[config.mk]
export PLATFORM = sky130hd
export DESIGN_NAME = qpc_core
export DESIGN_NICKNAME = d
export VERILOG_FILES = /design/src/rtl/qpc_pkg.sv /design/src/rtl/qpc_edge_decode.sv /design/src/rtl/qpc_event_filter.sv /design/src/rtl/qpc_top_reload.sv /design/src/rtl/qpc_core.sv
export SDC_FILE = /design/constraint.sdc
export NUM_CORES = 1
export LEC_CHECK = 0
export BUFFER_PORTS_ARGS = -buffer_cell sky130_fd_sc_hd__buf_2
export CAP_MARGIN = 20
export CORE_MARGIN = 2
export CORE_UTILIZATION = 55
export DETAILED_ROUTE_END_ITERATION = 16
export PLACE_DENSITY = 0.82
export SYNTH_ARGS = -nofsm -noshare
export SYNTH_HDL_FRONTEND = slang
export SYNTH_HIERARCHICAL = 1
export SYNTH_SLANG_ARGS = --single-unit
[constraint.sdc]
create_clock -name clk -period 5.4 [get_ports clk]
set_input_delay 0.54 -clock clk [delete_from_list [all_inputs] [get_ports clk]]
set_output_delay 0.54 -clock clk [all_outputs]
set_load 0.02 [all_outputs]
[src/rtl/qpc_pkg.sv]
package qpc_pkg;
  localparam int ADDR_W = 4;
  localparam int CFG_W  = 9;
  localparam int FLAG_W = 3;

  typedef enum logic [1:0] {
    MODE_OFF  = 2'd0,
    MODE_OVS  = 2'd1,
    MODE_EXT1 = 2'd2,
    MODE_QUAD = 2'd3
  } mode_e;

  typedef enum logic [1:0] {
    EV_BOTH = 2'd0,
    EV_UP   = 2'd1,
    EV_DOWN = 2'd2,
    EV_NONE = 2'd3
  } evsel_e;

  localparam logic [ADDR_W-1:0] A_CFG   = 4'd0;
  localparam logic [ADDR_W-1:0] A_CNT   = 4'd1;
  localparam logic [ADDR_W-1:0] A_AUX   = 4'd2;
  localparam logic [ADDR_W-1:0] A_TOPB  = 4'd3;
  localparam logic [ADDR_W-1:0] A_TOP   = 4'd4;
  localparam logic [ADDR_W-1:0] A_FSET  = 4'd5;
  localparam logic [ADDR_W-1:0] A_FCLR  = 4'd6;
  localparam logic [ADDR_W-1:0] A_IEN   = 4'd7;
  localparam logic [ADDR_W-1:0] A_FMSK  = 4'd8;
  localparam logic [ADDR_W-1:0] A_CMD   = 4'd9;

  localparam logic [CFG_W-1:0] CFG_RST = 9'h034;

  localparam int F_OVF = 0;
  localparam int F_UNF = 1;
  localparam int F_DIR = 2;
endpackage

[src/rtl/qpc_edge_decode.sv]
module qpc_edge_decode
  import qpc_pkg::*;
#(
  parameter int SYNC = 2
) (
  input  logic  clk,
  input  logic  rst,
  input  logic  s0_in,
  input  logic  s1_in,
  input  mode_e mode,
  input  logic  fall_edge,
  input  logic  dir_from_s1,
  input  logic  dir_down,
  output logic  up_evt,
  output logic  dn_evt
);
  logic [SYNC-1:0] s0_sync, s1_sync;
  logic s0_prev, s1_prev;
  logic s0_cur, s1_cur;

  assign s0_cur = s0_sync[SYNC-1];
  assign s1_cur = s1_sync[SYNC-1];

  always_ff @(posedge clk) begin
    if (rst) begin
      s0_sync <= '0;
      s1_sync <= '0;
      s0_prev <= 1'b0;
      s1_prev <= 1'b0;
    end else begin
      s0_sync <= {s0_sync[SYNC-2:0], s0_in};
      s1_sync <= {s1_sync[SYNC-2:0], s1_in};
      s0_prev <= s0_cur;
      s1_prev <= s1_cur;
    end
  end

  function automatic logic [1:0] phase_idx(input logic [1:0] ab);
    case (ab)
      2'b00:   return 2'd0;
      2'b01:   return 2'd1;
      2'b11:   return 2'd2;
      default: return 2'd3;
    endcase
  endfunction

  logic [1:0] step;
  logic       edge_hit, single_dn;

  always_comb begin
    step      = phase_idx({s1_cur, s0_cur}) - phase_idx({s1_prev, s0_prev});
    edge_hit  = fall_edge ? (s0_prev & ~s0_cur) : (~s0_prev & s0_cur);
    single_dn = dir_from_s1 ? s1_cur : dir_down;
    up_evt    = 1'b0;
    dn_evt    = 1'b0;
    case (mode)
      MODE_OVS, MODE_EXT1: begin
        up_evt = edge_hit & ~single_dn;
        dn_evt = edge_hit &  single_dn;
      end
      MODE_QUAD: begin
        up_evt = (step == 2'd1);
        dn_evt = (step == 2'd3);
      end
      default: ;
    endcase
  end
endmodule

[src/rtl/qpc_event_filter.sv]
module qpc_event_filter
  import qpc_pkg::*;
(
  input  evsel_e sel,
  input  logic   up_evt,
  input  logic   dn_evt,
  output logic   inc,
  output logic   dec
);
  always_comb begin
    inc = up_evt & (sel == EV_BOTH || sel == EV_UP);
    dec = dn_evt & (sel == EV_BOTH || sel == EV_DOWN);
  end
endmodule

[src/rtl/qpc_top_reload.sv]
module qpc_top_reload #(
  parameter int W     = 16,
  parameter int DELAY = 3
) (
  input  logic         clk,
  input  logic         rst,
  input  logic         load,
  input  logic         clear,
  input  logic [W-1:0] data,
  output logic [W-1:0] topb_q,
  output logic [W-1:0] top_q
);
  localparam int PW = $clog2(DELAY + 1);
  localparam logic [PW-1:0] PEND_START = PW'(DELAY);

  logic [PW-1:0] pend_q;

  always_ff @(posedge clk) begin
    if (rst) begin
      topb_q <= '1;
      top_q  <= '1;
      pend_q <= '0;
    end else if (clear) begin
      top_q  <= '1;
      pend_q <= '0;
    end else if (load) begin
      topb_q <= data;
      pend_q <= PEND_START;
    end else if (pend_q != '0) begin
      if (pend_q == PW'(1)) top_q <= topb_q;
      pend_q <= pend_q - PW'(1);
    end
  end
endmodule

[src/rtl/qpc_core.sv]
module qpc_core
  import qpc_pkg::*;
#(
  parameter int CNT_W      = 16,
  parameter int BUS_W      = 16,
  parameter int SYNC       = 2,
  parameter int RELOAD_DLY = 3
) (
  input  logic              clk,
  input  logic              rst,
  input  logic              s0_in,
  input  logic              s1_in,
  input  logic              wr_en,
  input  logic [ADDR_W-1:0] wr_addr,
  input  logic [BUS_W-1:0]  wr_data,
  input  logic [ADDR_W-1:0] rd_addr,
  output logic [BUS_W-1:0]  rd_data,
  output logic              irq
);
  localparam int NCNT = 2;

  logic [CFG_W-1:0]  cfg_q;
  logic [CNT_W-1:0]  cnt_q, aux_q, top_q, topb_q;
  logic [FLAG_W-1:0] flags_q, ien_q, hw_flags, set_m, clr_m;
  logic              last_dn_q;
  mode_e             mode;
  logic              up_evt, dn_evt;
  evsel_e            fsel [NCNT];
  logic [NCNT-1:0]   inc, dec;

  assign mode    = mode_e'(cfg_q[1:0]);
  assign fsel[0] = evsel_e'(cfg_q[3:2]);
  assign fsel[1] = evsel_e'(cfg_q[5:4]);

  logic wr_cfg, wr_cnt, wr_topb, wr_fset, wr_fclr, wr_ien, cmd_rst, cnt_load;
  always_comb begin
    wr_cfg   = wr_en && wr_addr == A_CFG;
    wr_cnt   = wr_en && wr_addr == A_CNT;
    wr_topb  = wr_en && wr_addr == A_TOPB;
    wr_fset  = wr_en && wr_addr == A_FSET;
    wr_fclr  = wr_en && wr_addr == A_FCLR;
    wr_ien   = wr_en && wr_addr == A_IEN;
    cmd_rst  = wr_en && wr_addr == A_CMD && wr_data[0];
    cnt_load = wr_cnt && mode == MODE_OVS;
  end

  qpc_edge_decode #(.SYNC(SYNC)) dec_i (
    .clk(clk), .rst(rst), .s0_in(s0_in), .s1_in(s1_in), .mode(mode),
    .fall_edge(cfg_q[6]), .dir_from_s1(cfg_q[7]), .dir_down(cfg_q[8]),
    .up_evt(up_evt), .dn_evt(dn_evt)
  );

  for (genvar g = 0; g < NCNT; g++) begin : g_filt
    qpc_event_filter filt_i (
      .sel(fsel[g]), .up_evt(up_evt), .dn_evt(dn_evt),
      .inc(inc[g]), .dec(dec[g])
    );
  end

  qpc_top_reload #(.W(CNT_W), .DELAY(RELOAD_DLY)) top_i (
    .clk(clk), .rst(rst), .load(wr_topb), .clear(cmd_rst),
    .data(wr_data[CNT_W-1:0]), .topb_q(topb_q), .top_q(top_q)
  );

  // Hardware flag sources
  always_comb begin
    hw_flags        = '0;
    hw_flags[F_OVF] = inc[0] && cnt_q == top_q && !cmd_rst && !cnt_load;
    hw_flags[F_UNF] = dec[0] && cnt_q == '0    && !cmd_rst && !cnt_load;
    hw_flags[F_DIR] = (up_evt || dn_evt) && (dn_evt != last_dn_q);
    set_m           = wr_fset ? wr_data[FLAG_W-1:0] : '0;
    clr_m           = wr_fclr ? wr_data[FLAG_W-1:0] : '0;
  end

  always_ff @(posedge clk) begin
    if (rst) begin
      cfg_q     <= CFG_RST;
      cnt_q     <= '0;
      aux_q     <= '0;
      flags_q   <= '0;
      ien_q     <= '0;
      last_dn_q <= 1'b0;
    end else begin
      if (wr_cfg) cfg_q <= wr_data[CFG_W-1:0];
      if (wr_ien) ien_q <= wr_data[FLAG_W-1:0];
      if (up_evt || dn_evt) last_dn_q <= dn_evt;
      flags_q <= (flags_q | hw_flags | set_m) & ~clr_m;

      if (cmd_rst)       cnt_q <= '0;
      else if (cnt_load) cnt_q <= wr_data[CNT_W-1:0];
      else if (inc[0])   cnt_q <= (cnt_q == top_q) ? '0 : cnt_q + 1'b1;
      else if (dec[0])   cnt_q <= (cnt_q == '0) ? top_q : cnt_q - 1'b1;

      if (cmd_rst)     aux_q <= '0;
      else if (inc[1]) aux_q <= aux_q + 1'b1;
      else if (dec[1]) aux_q <= aux_q - 1'b1;
    end
  end

  logic [BUS_W-1:0] rd_mux;
  always_comb begin
    rd_mux = '0;
    case (rd_addr)
      A_CFG:  rd_mux[CFG_W-1:0]  = cfg_q;
      A_CNT:  rd_mux[CNT_W-1:0]  = cnt_q;
      A_AUX:  rd_mux[CNT_W-1:0]  = aux_q;
      A_TOPB: rd_mux[CNT_W-1:0]  = topb_q;
      A_TOP:  rd_mux[CNT_W-1:0]  = top_q;
      A_FSET: rd_mux[FLAG_W-1:0] = flags_q;
      A_IEN:  rd_mux[FLAG_W-1:0] = ien_q;
      A_FMSK: rd_mux[FLAG_W-1:0] = flags_q & ien_q;
      default: ;
    endcase
  end

  always_ff @(posedge clk) begin
    if (rst) begin
      rd_data <= '0;
      irq     <= 1'b0;
    end else begin
      rd_data <= rd_mux;
      irq     <= |(flags_q & ien_q);
    end
  end
endmodule

### Word-level counts from Yosys, hierarchy flattened

Cells that the tools add are included.

| word-level totals | value |
|---|---|
| bits in registers | 105 |
| input port bits | 29 |
| output and inout bits | 17 |
| word-level logic and storage cells | 127 |

| operators by class | value |
|---|---|
| add/sub/neg operators | 6 |
| equal/unequal tests | 29 |
| mux-type cells | 20 |
| bitwise gates (word level) | 18 |
| reductions and logical operators | 39 |

Operators by type and width:

| operator | count |
|---|---|
| 16-bit two-way mux | 7 |
| 16-bit by 1-bit adder with 16-bit output, second input constant | 2 |
| 16-bit by 1-bit subtractor with 16-bit output, second input constant | 2 |
| 6-bit case mux with 5 select lines | 1 |
| 7-bit case mux with 4 select lines | 1 |
| 4-bit by 3-bit equality test with 1-bit output, second input constant | 6 |
| 3-bit case mux with 8 select lines | 1 |
| 16-bit equality test | 1 |
| 1-bit logical AND | 16 |
| 16-bit zero test | 1 |
| 2-bit by 1-bit equality test with 1-bit output, second input constant | 7 |
| 2-bit equality test, second input constant | 7 |
| 4-bit by 2-bit equality test with 1-bit output, second input constant | 3 |
| 2-bit case mux with 3 select lines | 2 |
| 1-bit AND | 8 |
| 4-bit by 1-bit equality test with 1-bit output, second input constant | 2 |
| 4-bit equality test, second input constant | 2 |
| 2-bit zero test | 4 |
| 4-bit zero test | 2 |
| 3-bit AND | 2 |
| 3-bit two-way mux | 2 |
| 3-bit OR | 2 |
| 2-bit nonzero test | 3 |
| 1-bit logical OR | 5 |
| 14 further kinds | 23 |

### Longest topological paths before layout

| depth | value |
|---|---|
| depth in word-level cells | 12 |
| depth in mapped cells | 17 |
| depth with buffers taken out | 17 |

### Hierarchy

Netlist, hierarchy kept.

Modules (own cells, without submodules):

| module | times used | cells each | area each (um2) | seq. area each (um2) |
|---|---|---|---|---|
| qpc_core | 1 | 598 | 4672.0 | 1301.2 |
| qpc_top_reload | 1 | 135 | 1295.0 | 680.7 |
| qpc_edge_decode | 1 | 38 | 365.4 | 120.1 |
| qpc_event_filter | 2 | 2 | 27.5 | 0.0 |

### Worst setup path after synthesis

Ideal clock, no wire load.

| timing path | value |
|---|---|
| path kind | register to register |
| start | register dec_i.s0_prev |
| end | register aux_q[13] |
| library setup time | 133 ps |
| arrival time | 3625 ps |
| data required time | 5267 ps |
| setup slack | 1642 ps |
| stages on the path, launching flop included | 17 |
| path buffers | 0 |
| period minus slack after synthesis | 3758 ps |
| path through | dfxtp_1 inv_1 ha_1 inv_1 ha_1 xnor3_1 a32o_1 nor2b_4 inv_1 ha_1 a21o_1 a21oi_1 o21ai_0 a311o_1 o31ai_1 xor2_1 o31ai_1 |

| on the way | value |
|---|---|
| longest elaborated chain between the ends | 7 |
| elaborated cells on any way between the ends | 19 |
| classes of those cells | 1 x add/sub; 4 x eq/ne; 5 x mux; 7 x bitwise; 2 x reduce/logical |

RTL lines:

| element | line | source |
|---|---|---|
| start: declaration | qpc_edge_decode.sv:18 | `logic s0_prev, s1_prev;` |
| start signal: assignment | qpc_edge_decode.sv:33 | `s0_prev <= s0_cur;` |
| 2-bit equality test, or another cell as far along | qpc_edge_decode.sv:39 | `case (ab)` |
| 2-bit case mux with 3 select lines or 1-bit AND (tied branches) | qpc_edge_decode.sv:39, qpc_edge_decode.sv:52 |  |
| 2-bit subtractor or 1-bit two-way mux (tied branches) | qpc_edge_decode.sv:51, qpc_edge_decode.sv:52 |  |
| 2-bit by 1-bit equality test with 1-bit output or 1-bit AND (tied branches) | qpc_edge_decode.sv:62, qpc_edge_decode.sv:58 |  |
| 1-bit case mux with 2 select lines * | qpc_edge_decode.sv:56 | `case (mode)` |
| via up_evt | qpc_core.sv:27 | `logic up_evt, dn_evt;` |
| 1-bit AND * | qpc_event_filter.sv:11 | `inc = up_evt & (sel == EV_BOTH \|\| sel == EV_UP);` |
| via inc[1] | qpc_core.sv:29 | `logic [NCNT-1:0] inc, dec;` |
| 16-bit two-way mux or 2-bit nonzero test (tied branches) | - |  |
| end signal: assignment | qpc_core.sv:95 | `else if (inc[1]) aux_q <= aux_q + 1'b1;` |
| end signal: assignment | qpc_core.sv:96 | `else if (dec[1]) aux_q <= aux_q - 1'b1;` |
| end: declaration | qpc_core.sv:23 | `logic [CNT_W-1:0] cnt_q, aux_q, top_q, topb_q;` |

Mark *: on every way through the listed nets, which the timed path passes. The rest lies on a longest branch.
A chain may end at the register's enable or synchronous reset.

### Worst setup path after layout

| timing path | value |
|---|---|
| start | register dec_i.s0_sync[1] |
| end | register aux_q[13] |

| on the way | value |
|---|---|
| longest elaborated chain between the ends | 7 |
| elaborated cells on any way between the ends | 19 |
| classes of those cells | 1 x add/sub; 4 x eq/ne; 5 x mux; 7 x bitwise; 2 x reduce/logical |

RTL lines:

| element | line | source |
|---|---|---|
| start: declaration | qpc_edge_decode.sv:17 | `logic [SYNC-1:0] s0_sync, s1_sync;` |
| start signal: assignment | qpc_edge_decode.sv:31 | `s0_sync <= {s0_sync[SYNC-2:0], s0_in};` |
| 2-bit equality test, or another cell as far along | qpc_edge_decode.sv:39 |  |
| 2-bit case mux with 3 select lines or 1-bit AND (tied branches) | qpc_edge_decode.sv:39, qpc_edge_decode.sv:52 |  |
| 2-bit subtractor or 1-bit two-way mux (tied branches) | qpc_edge_decode.sv:51, qpc_edge_decode.sv:52 |  |
| 2-bit by 1-bit equality test with 1-bit output or 1-bit AND (tied branches) | qpc_edge_decode.sv:62, qpc_edge_decode.sv:58 |  |
| 1-bit case mux with 2 select lines * | qpc_edge_decode.sv:56 |  |
| via up_evt | qpc_core.sv:27 |  |
| 1-bit AND * | qpc_event_filter.sv:11 |  |
| via inc[1] | qpc_core.sv:29 |  |
| 16-bit two-way mux or 2-bit nonzero test (tied branches) | - |  |

Marked as above.

==> impl_metrics.py <==
metrics = {
    "pwr": {
        "powerDensity_nw_per_um2": 266.9,
        "swShare": 0.2799,
        "p_switching_uw": 513.5,
        "comb_power_share": 0.157,
        "pwr-share-clk": 0.367,
        "design_power_total_uw": 1835,
        "leakagePower_uw": 0.002768,
        "internal_power_uw": 1321,
        "vdd_drop_max_mv": 0.1622,
        "p_seq_frac": 0.476,
    },
    "setup_path": {
        "r2r-end": "aux_q[13]$_SDFFE_PP0P_",
        "critPathMaxFanout": 17,
        "critPathSlowestCell": "a311o_1",
        "cpPeakStageDelay_ps": 470,
        "cp_num_buf_inv": 2,
        "required_ps": 5660,
        "cp-start-kind": "register",
        "cp.arrival_ps": 4610,
        "crit_top_cell": "ha_1",
        "rr_worst_depth": 15,
        "end_kind": "register",
        "rrSetupSlack_ps": 1060,
        "rr_startpoint": "dec_i/s0_sync[1]$_SDFF_PP0_",
        "crit_type": "reg2reg",
        "path_delay_family": "compound AO/OA/AOI/OAI gates",
        "path_cells": "inv_1 -> ha_1 -> ha_1 -> xnor3_1 -> a32o_1 -> nor2b_4 -> inv_1 -> ha_1 -> a21o_1 -> a21oi_1 -> o21ai_0 -> a311o_1 -> o31ai_1 -> xor2_1 -> o31ai_1",
    },
    "sta": {
        "rsz0062_at_grt": "no",
        "period_minus_slack_ps": 4343,
        "clock_skew_ps": 9.852,
        "hold_viol_final": 0,
        "slew-limit-headroom": 0.3738,
        "setup_slack_ps": 1057,
        "max_freq_mhz": 230.2,
        "finalSetupViolCount": 0,
        "finalCritPeriodShare": 0.8043,
        "whs_ps": 390.1,
        "drv_slew": 0,
        "tns_ps": 0,
        "worstMarginPinSlew_ps": 939.3,
    },
    "place": {
        "io_buffers": 45,
        "dp_hpwl_um": 12920,
        "place.gp.congestion": 0.9891,
        "post-place-ws_ps": 1113,
    },
    "detailed_routing": {
        "finalWirelength_um": 17890,
        "drc_errors": 0,
        "via_per_inst": 6.485,
        "vias": 6044,
        "ant_nets": 0,
        "drtIter0Drc": 596,
        "post_drt_wl_per_cell_um": 19.20,
        "dr.pass1.iters": 6,
    },
    "floorplan": {
        "die_y_um": 111.8,
        "core-area_um2": 11370,
        "ios": 46,
        "num_rows": 39,
        "fp.dieArea_um2": 12490,
        "start_util": 0.5618,
        "die_w_um": 111.8,
    },
    "logic_synthesis": {
        "avgSynthCellArea_um2": 8.242,
        "ys_seq_area_frac": 0.3291,
        "syn-num-nets": 831,
        "netlist_instances": 775,
        "synthFlopType": "dfxtp_1",
        "yosysUniqueCellTypes": 74,
        "synth_top_area_cell": "dfxtp_1",
        "synthArstFlopShare": 0,
        "synth_edf_count": 0,
        "synth.area.top_cells": "dfxtp_1, nand2_1, ha_1",
        "yosys.area.top_type_share": 0.3291,
        "yosys_warnings": 6,
        "syn_area_um2": 6387,
        "ys_seq_elements": 105,
    },
    "layout": {
        "seq_area_um2": 2102,
        "layout_common_cells": "dfxtp_1, nand2_1, nor2_1",
        "mostFrequentLayoutCell": "dfxtp_1",
        "antennaDiodeCount": 0,
        "num-nets-final": 841,
        "syn2layout_area_growth_pct": 7.640,
        "nFillCells": 973,
        "multi_input_area_um2": 3938,
        "drive_above_1_share": 0.1229,
    },
    "global_route": {
        "grt_pass1_wl_um": 28480,
        "antenna_found_initial": 0,
        "gr-total-overflow": 0,
        "grt_pass1_vias": 5678,
        "grt_max_degree": 45,
        "grt_use_total": 0.2837,
    },
    "clock_network": {
        "cts_root_buf": "clkbuf_16",
        "cts_tree": "done",
        "cts.repair.resized": 0,
        "cts.sinks": 105,
        "clk_pin_slew_ps": 60,
        "htreeDepth": 3,
        "clock_latency_ps": 360,
        "clockBufferDepth": 2,
        "cts_setup_buffers": 0,
        "cts_made_buffers": 9,
        "cts_hold_buf": 0,
    },
    "job": {
        "maxCapViolCount": 0,
    },
    "min_path": {
        "whs_path_depth": 2,
        "worstHoldStart": "s1_in",
        "holdPathEnd": "dec_i/s1_sync[0]$_SDFF_PP0_",
        "hold_class": "in2reg",
    },
    "status": {
        "status": "complete, no violations",
    },
}
==> layer usage <==
| layer | vias up | track usage | share of wire |
|---|---|---|---|
| li1 | 2824 | - | - |
| met1 | 2823 | 0.3768 | 0.40 |
| met2 | 341 | 0.4481 | 0.46 |
| met3 | 56 | 0.04627 | 0.10 |
| met4 | 0 | 0.1432 | 0.039 |
| met5 | - | 0 | 0 |
==> registers in the layout, summed over array words and instances (netlist names) <==
name and flops:
top_i/pend_q 2, irq 1, ien_q 3, top_i/top_q 16, cfg_q 9, dec_i/s0_prev 1
cnt_q 16, flags_q 3, top_i/topb_q 16, last_dn_q 1, dec_i/s0_sync 2, aux_q 16
dec_i/s1_sync 2, rd_data 16, dec_i/s1_prev 1
==> how the worst max path moves through the flow <==
stage / startpoint / to / slack [ps] / cells past startpoint
2_1_floorplan: dec_i/s0_prev$_SDFF_PP0_ / aux_q[13]$_SDFFE_PP0P_ / 1640 / 16
3_3_place_gp: dec_i/s0_prev$_SDFF_PP0_ / aux_q[13]$_SDFFE_PP0P_ / 1320 / 16
3_5_place_dp: dec_i/s0_sync[1]$_SDFF_PP0_ / aux_q[13]$_SDFFE_PP0P_ / 1110 / 15
4_1_cts: dec_i/s0_sync[1]$_SDFF_PP0_ / aux_q[13]$_SDFFE_PP0P_ / 1100 / 15
5_1_grt: dec_i/s0_prev$_SDFF_PP0_ / aux_q[13]$_SDFFE_PP0P_ / 800 / 16
6_report: dec_i/s0_sync[1]$_SDFF_PP0_ / aux_q[13]$_SDFFE_PP0P_ / 1060 / 15
==> through the flow <==
stage / instance area (um^2) / std cells / utilization
5_1_grt: 6875 / 932 / 0.6047
3_5_place_dp: 6560 / 915 / 0.5770
2_1_floorplan: 6387 / 775 / -
3_3_place_gp: 6553 / 914 / 0.5763
6_report: 6875 / 932 / 0.6047
4_1_cts: 6857 / 930 / 0.6031
==> synthesized netlist by cell type, types with 5 or more instances <==
cell,n
dfxtp_1,105
nand2_1,94
nor2_1,68
a21oi_1,51
nand3_1,32
xnor2_1,31
clkbuf_1,28
nor2b_1,28
ha_1,26
o21ai_0,26
a211o_1,21
inv_1,19
nor3_1,18
xor2_1,18
a222oi_1,16
buf_2,14
nand4_1,12
mux2i_1,9
a211oi_1,8
a21o_1,8
a221oi_1,8
nor4_1,8
and2_1,7
nand2b_1,7
a22oi_1,6
a31oi_1,5
and3_1,5
buf_6,5
nor2b_4,5
o211ai_1,5
==> cell families after synthesis <==
logic type,after synthesis,share of synthesized area
xor+xnor,50,0.07071
simple gates,319,0.2605
compound gates,190,0.2106
fa+ha+maj,27,0.05406
mux,11,0.01763
flops,105,0.3291
buf+inv,73,0.05739
==> area by class of cell <==
type,count,share of cell area
well taps,143,0.02602
clock buffers,12,0.03731
multi-input cells,597,0.5727
flip-flops and latches,105,0.3057
inverters,19,0.01037
clock inverters,3,0.005823
repair buffers,53,0.04204
==> power by group through the flow <==
stage / Sequential, uW / Clock (uW) / Combinational [uW]
after detailed placement: 887 / 0 / 277
after global routing: 878 / 705 / 314
final: 874 / 674 / 287
after floorplan: 872 / 0 / 213
after CTS: 870 / 675 / 280
after global placement: 885 / 0 / 261
==> worst reg2reg max path: stages, from the launching register on <==
cell and delay (ps):
dfxtp_1 390, inv_1 80, ha_1 300, ha_1 180, xnor3_1 390, a32o_1 260, nor2b_4 150, inv_1 420
ha_1 340, a21o_1 180, a21oi_1 220, o21ai_0 250, a311o_1 470, o31ai_1 280, xor2_1 120, o31ai_1 220
Power figures use the tool's default switching activity.
